### src/rtl/ucode_pkg.sv
package ucode_pkg;

    localparam int OP_W    = 4;
    localparam int STEP_W  = 2;
    localparam int CW_W    = 16;
    localparam int ADDR_W  = OP_W + STEP_W;
    localparam int DEPTH   = 1 << ADDR_W;

    typedef enum logic [STEP_W-1:0] {
        STEP_FETCH = 2'd0,
        STEP_1     = 2'd1,
        STEP_2     = 2'd2,
        STEP_3     = 2'd3
    } step_e;

    // control bit positions
    localparam int CB_PC_ADDR  = 0;
    localparam int CB_IN_BUS   = 1;
    localparam int CB_PC_INC   = 2;
    localparam int CB_PC_LOAD  = 3;
    localparam int CB_ALU_ADD  = 4;
    localparam int CB_ALU_PASS = 5;
    localparam int CB_INVERT   = 6;
    localparam int CB_NEGATE   = 7;
    localparam int CB_ACC_BUS  = 8;
    localparam int CB_MEM_RD   = 9;
    localparam int CB_MAR_LD   = 10;
    localparam int CB_MEM_WR   = 11;
    localparam int CB_IR_LD    = 12;
    localparam int CB_ACC_LD   = 13;
    localparam int CB_OUT_LD   = 14;
    localparam int CB_LAST     = 15;

    typedef logic [CW_W-1:0] cword_t;

    localparam cword_t BIT1 = cword_t'(1);

    localparam cword_t W_FETCH   = (BIT1 << CB_PC_ADDR) | (BIT1 << CB_PC_INC)
                                 | (BIT1 << CB_MEM_RD)  | (BIT1 << CB_IR_LD);
    localparam cword_t W_SAFE    = (BIT1 << CB_LAST);
    localparam cword_t W_OPERAND = (BIT1 << CB_PC_ADDR) | (BIT1 << CB_MEM_RD)
                                 | (BIT1 << CB_MAR_LD)  | (BIT1 << CB_PC_INC);

    typedef enum logic [OP_W-1:0] {
        OP_NOP  = 4'd0,
        OP_LOAD = 4'd1,
        OP_ADD  = 4'd2,
        OP_AND  = 4'd3,
        OP_STO  = 4'd4,
        OP_INV  = 4'd5,
        OP_NEG  = 4'd6,
        OP_IN   = 4'd7,
        OP_OUT  = 4'd8,
        OP_JMP  = 4'd9
    } opcode_e;

    localparam int LAST_OP = 9;

    function automatic cword_t exec_word(input logic [OP_W-1:0] op,
                                         input logic [STEP_W-1:0] st);
        cword_t w;
        w = W_SAFE;
        if (st == STEP_1) begin
            case (op)
                OP_NOP:  w = W_SAFE;
                OP_LOAD, OP_ADD, OP_AND, OP_STO: w = W_OPERAND;
                OP_INV:  w = (BIT1 << CB_INVERT) | (BIT1 << CB_ACC_LD) | (BIT1 << CB_LAST);
                OP_NEG:  w = (BIT1 << CB_INVERT) | (BIT1 << CB_NEGATE)
                           | (BIT1 << CB_ACC_LD) | (BIT1 << CB_LAST);
                OP_IN:   w = (BIT1 << CB_IN_BUS) | (BIT1 << CB_ALU_PASS)
                           | (BIT1 << CB_ACC_LD) | (BIT1 << CB_LAST);
                OP_OUT:  w = (BIT1 << CB_ACC_BUS) | (BIT1 << CB_OUT_LD) | (BIT1 << CB_LAST);
                OP_JMP:  w = (BIT1 << CB_PC_ADDR) | (BIT1 << CB_MEM_RD)
                           | (BIT1 << CB_PC_LOAD) | (BIT1 << CB_LAST);
                default: w = W_SAFE;
            endcase
        end else if (st == STEP_2) begin
            case (op)
                OP_LOAD: w = (BIT1 << CB_MEM_RD) | (BIT1 << CB_ALU_PASS)
                           | (BIT1 << CB_ACC_LD) | (BIT1 << CB_LAST);
                OP_ADD:  w = (BIT1 << CB_MEM_RD) | (BIT1 << CB_ALU_ADD)
                           | (BIT1 << CB_ACC_LD) | (BIT1 << CB_LAST);
                OP_AND:  w = (BIT1 << CB_MEM_RD) | (BIT1 << CB_ACC_LD) | (BIT1 << CB_LAST);
                OP_STO:  w = (BIT1 << CB_ACC_BUS) | (BIT1 << CB_MEM_WR) | (BIT1 << CB_LAST);
                default: w = W_SAFE;
            endcase
        end
        return w;
    endfunction

    function automatic cword_t ucode_word(input logic [OP_W-1:0] op,
                                          input logic [STEP_W-1:0] st);
        if (st == STEP_FETCH) return W_FETCH;
        return exec_word(op, st);
    endfunction

endpackage

### src/rtl/ucode_rom.sv
module ucode_rom
    import ucode_pkg::*;
#(
    parameter int A_W = ADDR_W,
    parameter int D_W = CW_W
) (
    input  logic [A_W-1:0] addr,
    output logic [D_W-1:0] word
);
    localparam int ENTRIES = 1 << A_W;

    logic [D_W-1:0] table_q [ENTRIES];

    for (genvar a = 0; a < ENTRIES; a++) begin : g_entry
        localparam logic [A_W-1:0] IDX = A_W'(a);
        assign table_q[a] = D_W'(ucode_word(IDX[A_W-1:STEP_W], IDX[STEP_W-1:0]));
    end

    assign word = table_q[addr];

endmodule

### src/rtl/ucode_ir.sv
module ucode_ir
    import ucode_pkg::*;
#(
    parameter int W = OP_W
) (
    input  logic         clk,
    input  logic         rst,
    input  logic         load,
    input  logic [W-1:0] d,
    output logic [W-1:0] q
);
    always_ff @(posedge clk) begin
        if (rst)       q <= '0;
        else if (load) q <= d;
    end

    assert_ir_hold_R4: assert property (@(posedge clk) disable iff (rst)
        !load |=> $stable(q));

    assert_ir_capture_R4: assert property (@(posedge clk) disable iff (rst)
        load |=> (q == $past(d)));

endmodule

### src/rtl/ucode_stepper.sv
module ucode_stepper
    import ucode_pkg::*;
(
    input  logic  clk,
    input  logic  rst,
    input  logic  last,
    output step_e step
);
    step_e step_d;

    always_ff @(posedge clk) begin
        if (rst) step <= STEP_FETCH;
        else     step <= step_d;
    end

    always_comb begin
        step_d = STEP_FETCH;
        if (!last) begin
            unique case (step)
                STEP_FETCH: step_d = STEP_1;
                STEP_1:     step_d = STEP_2;
                STEP_2:     step_d = STEP_3;
                STEP_3:     step_d = STEP_FETCH;
            endcase
        end
    end

    assert_reset_fetch_R1: assert property (@(posedge clk) disable iff (rst)
        $past(rst) |-> (step == STEP_FETCH));

    assert_restart_R5: assert property (@(posedge clk) disable iff (rst)
        last |=> (step == STEP_FETCH));

    assert_advance_R5: assert property (@(posedge clk) disable iff (rst)
        !last |=> (step == step_e'($past(step) + 2'd1)));

endmodule

### src/rtl/ucode_sequencer.sv
module ucode_sequencer
    import ucode_pkg::*;
(
    input  logic            clk,
    input  logic            rst,
    input  logic [OP_W-1:0] opcode,
    output logic [CW_W-1:0] ctrl_word
);
    logic [OP_W-1:0]   ir_q;
    step_e             step_q;
    logic [ADDR_W-1:0] rom_addr;

    assign rom_addr = {ir_q, step_q};

    ucode_ir #(.W(OP_W)) u_ir (
        .clk  (clk),
        .rst  (rst),
        .load (ctrl_word[CB_IR_LD]),
        .d    (opcode),
        .q    (ir_q)
    );

    ucode_stepper u_step (
        .clk  (clk),
        .rst  (rst),
        .last (ctrl_word[CB_LAST]),
        .step (step_q)
    );

    ucode_rom #(.A_W(ADDR_W), .D_W(CW_W)) u_rom (
        .addr (rom_addr),
        .word (ctrl_word)
    );

    assert_fetch_word_R3: assert property (@(posedge clk) disable iff (rst)
        (step_q == STEP_FETCH) |-> (ctrl_word == 16'h1205));

    assert_unused_safe_R7: assert property (@(posedge clk) disable iff (rst)
        ((int'(ir_q) > LAST_OP) && (step_q != STEP_FETCH)) |-> (ctrl_word == 16'h8000));

    assert_step3_safe_R7: assert property (@(posedge clk) disable iff (rst)
        (step_q == STEP_3) |-> (ctrl_word == 16'h8000));

    assert_fetch_follows_R2: assert property (@(posedge clk) disable iff (rst)
        ctrl_word[CB_LAST] |=> (ctrl_word == 16'h1205));

endmodule

### config.mk
export PLATFORM = sky130hd
export DESIGN_NAME = ucode_sequencer
export DESIGN_NICKNAME = d
export VERILOG_FILES = /design/src/rtl/ucode_pkg.sv /design/src/rtl/ucode_rom.sv /design/src/rtl/ucode_ir.sv /design/src/rtl/ucode_stepper.sv /design/src/rtl/ucode_sequencer.sv
export SDC_FILE = /design/constraint.sdc
export NUM_CORES = 1
export LEC_CHECK = 0
export BUFFER_PORTS_ARGS = -buffer_cell sky130_fd_sc_hd__clkbuf_2
export CAP_MARGIN = 20
export CORE_MARGIN = 4
export CORE_UTILIZATION = 24
export DETAILED_ROUTE_END_ITERATION = 7
export PLACE_DENSITY = 0.56
export SLEW_MARGIN = 20
export SYNTH_ARGS = -nofsm -noshare
export SYNTH_HDL_FRONTEND = slang
export SYNTH_SLANG_ARGS = --single-unit
### constraint.sdc
create_clock -name clk -period 1.57 [get_ports clk]
set_input_delay 0.2355 -clock clk [delete_from_list [all_inputs] [get_ports clk]]
set_output_delay 0.2355 -clock clk [all_outputs]
set_load 0.01 [all_outputs]
## After elaboration in Yosys (flattened, before gate mapping)

Memory sizes are Yosys's and may differ from the RTL's.
Cells that the tools add are included.

| cells by class | value |
|---|---|
| reductions and logical operators | 2 |
| equality and inequality tests | 3 |
| bitwise operators | 1 |
| mux-type cells | 3 |
| magnitude comparators | 1 |

Operator list:

| operator | count |
|---|---|
| $mux 16 | 2 |
| $pmux 2 s4 | 1 |
| $ge 7x7->1 const B | 1 |
| $not 6->7 | 1 |
| $eq 2x2->1 const B | 2 |
| $eq 2x1->1 const B | 1 |
| $logic_not 2->1 | 1 |
| $reduce_or 2->1 | 1 |

| storage, ports and cells | value |
|---|---|
| logic and storage cells | 13 |
| memories | 1 |
| ROM bits | 1024 |
| register bits after elaboration | 6 |

Memory list:

| name | words | bits a word | read ports | clocked after Yosys merged registers in | wr ports | line | text |
|---|---|---|---|---|---|---|---|
| (name not given) | 64 | 16 | 1 | 0 | 0 | ucode_rom.sv:19 | `assign word = table_q[addr];` |

## Longest topological paths before layout

| logic depth | value |
|---|---|
| depth in word-level cells | 5 |
| depth in mapped cells | 6 |
| depth with buffers taken out | 5 |

## By module

From an unflattened synthesis, not the netlist that was laid out.

| unflattened totals | value |
|---|---|
| cells, all modules | 68 |
| area, all modules | 530.5 um2 |

By module, submodules not included:

| module | sequential area each (um2) | instances | cells each | area each (um2) |
|---|---|---|---|---|
| ucode_rom | 0.0 | 1 | 46 | 291.5 |
| ucode_ir | 80.1 | 1 | 13 | 140.1 |
| ucode_stepper | 40.0 | 1 | 9 | 98.8 |

## Worst setup path before layout

No wires, ideal clock.

| timing | value |
|---|---|
| path kind | reg2out |
| from | register u_step.step[1] |
| to | output port ctrl_word[9] |
| required time | 1.334 ns |
| path buffers | 1 |
| setup slack | -0.049 ns |
| data arrival time | 1.384 ns |
| cell stages (with the launch flop) | 7 |
| cells stage by stage | dfxtp_1 -> inv_1 -> ha_1 -> buf_2 -> nor3_1 -> a2111oi_2 -> a221o_1 |

| between the ends | value |
|---|---|
| cells in the longest elaborated chain, start to end | 4 |

RTL lines:

| element | line | text |
|---|---|---|
| start, declared | ucode_stepper.sv:7 | `output step_e step` |
| start signal, assigned | ucode_stepper.sv:13 | `else step <= step_d;` |
| $not 6->7 (implied by the code) | ucode_rom.sv:19 |  |
| $mem_v2 64x16 | - |  |
| $mux 16 (implied by the code) (2 in a row) | ucode_rom.sv:19 |  |
| end, declared | ucode_sequencer.sv:7 | `output logic [CW_W-1:0] ctrl_word` |

No other way between the ends. The select of a mux whose other input is x is not followed.

## Worst setup path in the final report

| timing | value |
|---|---|
| from | register u_ir.q[1] |
| to | output port ctrl_word[2] |

| between the ends | value |
|---|---|
| cells in the longest elaborated chain, start to end | 4 |

RTL lines:

| element | line | text |
|---|---|---|
| start, declared | ucode_ir.sv:10 | `output logic [W-1:0] q` |
| start signal, assigned | ucode_ir.sv:13 | `if (rst) q <= '0;` |
| start signal, assigned | ucode_ir.sv:14 | `else if (load) q <= d;` |
| $not 6->7 (implied by the code) | ucode_rom.sv:19 |  |
| $mem_v2 64x16 | - |  |
| $mux 16 (implied by the code) (2 in a row) | ucode_rom.sv:19 |  |

No other way between the ends. The select of a mux whose other input is x is not followed.

==> impl_metrics.toml <==
[layout]
area_of_the_multi_input_gates_sq_um = 571
layout-area-overhead-vs-synth_pct = 68.1
finish.instance_area_sq_um = 1030
final_layout_size_suffix_gt1_frac = 0.696
finalNetCount = 125
number_of_fill_cells_in_the_layout = 235
final_cells = 142
antenna_cells = 0
register_area_sq_um = 130

[place]
post_dp_cell_area_sq_um = 825
place_congestion = 0.756
detailed_place_hpwl_um = 1300
buffer_ports.inserted = 21
dpl.cell_count = 137

[synth]
synth_edf_count = 0
post_synth_and_or_nand_nor_area_fraction = 0.287
synth_fa_ha_area_frac = 0.102
yosysUniqueCellTypes = 33
synthArstFlopShare = 0
combinational_family_with_the_most_area_after_synthesis = "simple AND/OR/NAND/NOR gates"
synth.top_cell.area_share = 0.195
area_fraction_in_compound_gates_after_synthesis = 0.161
yosysWarningCount = 0
synthesized_nets = 90
post_synth.cell_area_avg_sq_um = 7.79
cell_taking_the_most_area_after_synthesis = "dfxtp_1"
ys_seq_elements = 6
netlist_top_cells_count = "nor2_1 (9), inv_1 (7), mux2i_1 (7)"
synthXorXnorAreaFrac = 0.0142
netlist_instances = 79
mappedNetlistArea_sq_um = 616
synth.area.top_cells = "dfxtp_1 (20%), mux2i_1 (11%), ha_1 (10%)"
synth_most_common_cell = "nor2_1"
yosys_most_used_dff = "dfxtp_1"
muxShareOfSynthArea = 0.114
seq_area_frac_synth = 0.195

[power]
maximum_resistive_drop_on_vdd_uv = 1270
leakagePower_nw = 0.484
power-per-cell-area_nw_per_um2 = 1940

[sta]
final_hold_viol_count = 0
min_period_ns = 1.75
final.setup_skew_ns = 0.000776
setup_viol = 8
max_slew.worst_pin.slew_ns = 0.269
min_period_over_period = 1.11
setup_ws_ns = -0.180
maxSlewHeadroom = 0.820
unrepaired_setup_endpoints_after_global_routing = "yes"
final-max-slew-violation-count = 0
fmax_mhz = 571

[setup_path]
timing.setup.critical_path_class = "register to output pin"
cp_max_fo = 6
worst_path_arrival_time_ns = 1.51
regToRegSetupSlack_ns = 0.28
crit_path_end_kind = "output pin"
worstSetupStartpointType = "register"
timing.critical_path.required_ns = 1.33

[clock_network]
cts-htree-levels = 1
clk_pin_slew_ns = 0.04
clk_path_buf_depth = 2
inserted_clock_buffers = 3
clock_latency_ns = 0.24
tritoncts = "done"
root_buffer_selected_by_cts = "clkbuf_4"
numClockSinks = 6

[job]
timing.max_cap.violations = 0

[floorplanning]
floorplan.die_area_sq_um = 3440
starting_density = 0.251
die_w_um = 58.6
io-pin-count = 22
core.rowCount = 18
fp.dieH_um = 58.6
core_region_area_sq_um = 2450

[detailed_routing]
postRouteAntennaNets = 0
remaining_drc_errors = 0
route.vias.total = 661
initialDrtViolationCount = 17
detailedRoute.firstPassIterationCount = 4
detail_route.wirelength_um = 1730
post_drt_via_cell_ratio = 4.65
average_wire_per_standard_cell_um = 12.2

[global_route]
gr-total-overflow = 0
grt.total_usage = 0.106
antenna_found_initial = 0
maximum_number_of_pins_on_one_net_before_global_route_repair = 8
first_pass_grt_wire_length_um = 2870
first_global_vias = 662

[run_status]
status = "finished with violations"
failed_checks = "setup timing"

[hold_path]
tightest_hold_check_type = "input port to register"
## final cells by class
cell class,count,area share
Sequential cell,6,0.126
Clock buffer,3,0.0218
Timing Repair Buffer,38,0.239
Multi-Input combinational cell,58,0.551
Tap cell,30,0.0363
Inverter,7,0.0254
## worst max-delay path, cell delays in order, from the launching register on
cell      delay [ns]
dfxtp_2         0.35
or3_4           0.43
nand3_1         0.15
mux2i_1         0.20
clkbuf_2        0.15
## registers in the layout (all words and copies together) (netlist names)
signal,cells
u_step.step,2
u_ir.q,4
## cell usage in the layout (no fill, tap or decap), types with 2 or more instances in the layout
cell type  instances
nand2_1            2
or2_4              2
inv_2              2
nor3_2             4
mux2i_1            7
buf_4             13
a21oi_2            2
ha_4               3
nand2_2            2
clkbuf_4           3
nor2_1             7
nor2_2             2
dfxtp_2            5
buf_2              9
inv_1              5
clkbuf_2          12
buf_6              4
## path summary, 6_finish.rpt
check / startpoint / end / cells past startpoint
max: u_ir.q[1]$_SDFFE_PP0P_ / ctrl_word[2] / 4
min: rst / u_ir.q[3]$_SDFFE_PP0P_ / 2
max reg2reg: u_ir.q[0]$_SDFFE_PP0P_ / u_step.step[0]$_SDFF_PP0_ / 4
min reg2reg: u_ir.q[2]$_SDFFE_PP0P_ / u_ir.q[2]$_SDFFE_PP0P_ / 2
## metal layers
layer	wire length [um]	track usage	share of wire
met1	688	0.114	0.40
met2	946	0.195	0.55
met4	13	0.0421	0.0075
met3	85	0.0307	0.049
met5	0	0	0
## report_power, final
| group | internal [mW] | total [mW] | switching (mW) |
|---|---|---|---|
| Clock | 0.0861 | 0.137 | 0.0504 |
| Sequential | 0.220 | 0.293 | 0.0727 |
| Combinational | 0.816 | 1.58 | 0.763 |
## stage by stage
stage | util | setup WS (ns) | hold WS, ns | setup TNS, ns | total power, mW
after global routing | 0.422 | -0.247 | 0.233 | -1.51 | 2.17
after global placement | 0.336 | 0.0482 | 0.469 | 0 | 1.47
final | 0.422 | -0.180 | 0.215 | -0.909 | 2.01
after floorplan | - | 0.00869 | 0.308 | 0 | 1.10
after detailed placement | 0.336 | 0.0255 | 0.477 | 0 | 1.50
after CTS | 0.396 | -0.179 | 0.222 | -1.08 | 1.87
## what timing repair did
action,in CTS,in global routing
setup buffers,1,1
hold buffers,0,0
setup endpoints to repair,13,15
pin swaps,7,6
resized for setup,28,25
gates cloned,0,0
## cell families (layout without fill, tap and decap cells)
group | after synthesis | in the layout
compound gates | 13 | 13
xor+xnor | 1 | 1
fa+ha+maj | 5 | 5
buf+inv | 15 | 48
flops | 6 | 6
mux | 7 | 7
simple gates | 32 | 32
Power figures use the tool's default switching activity.
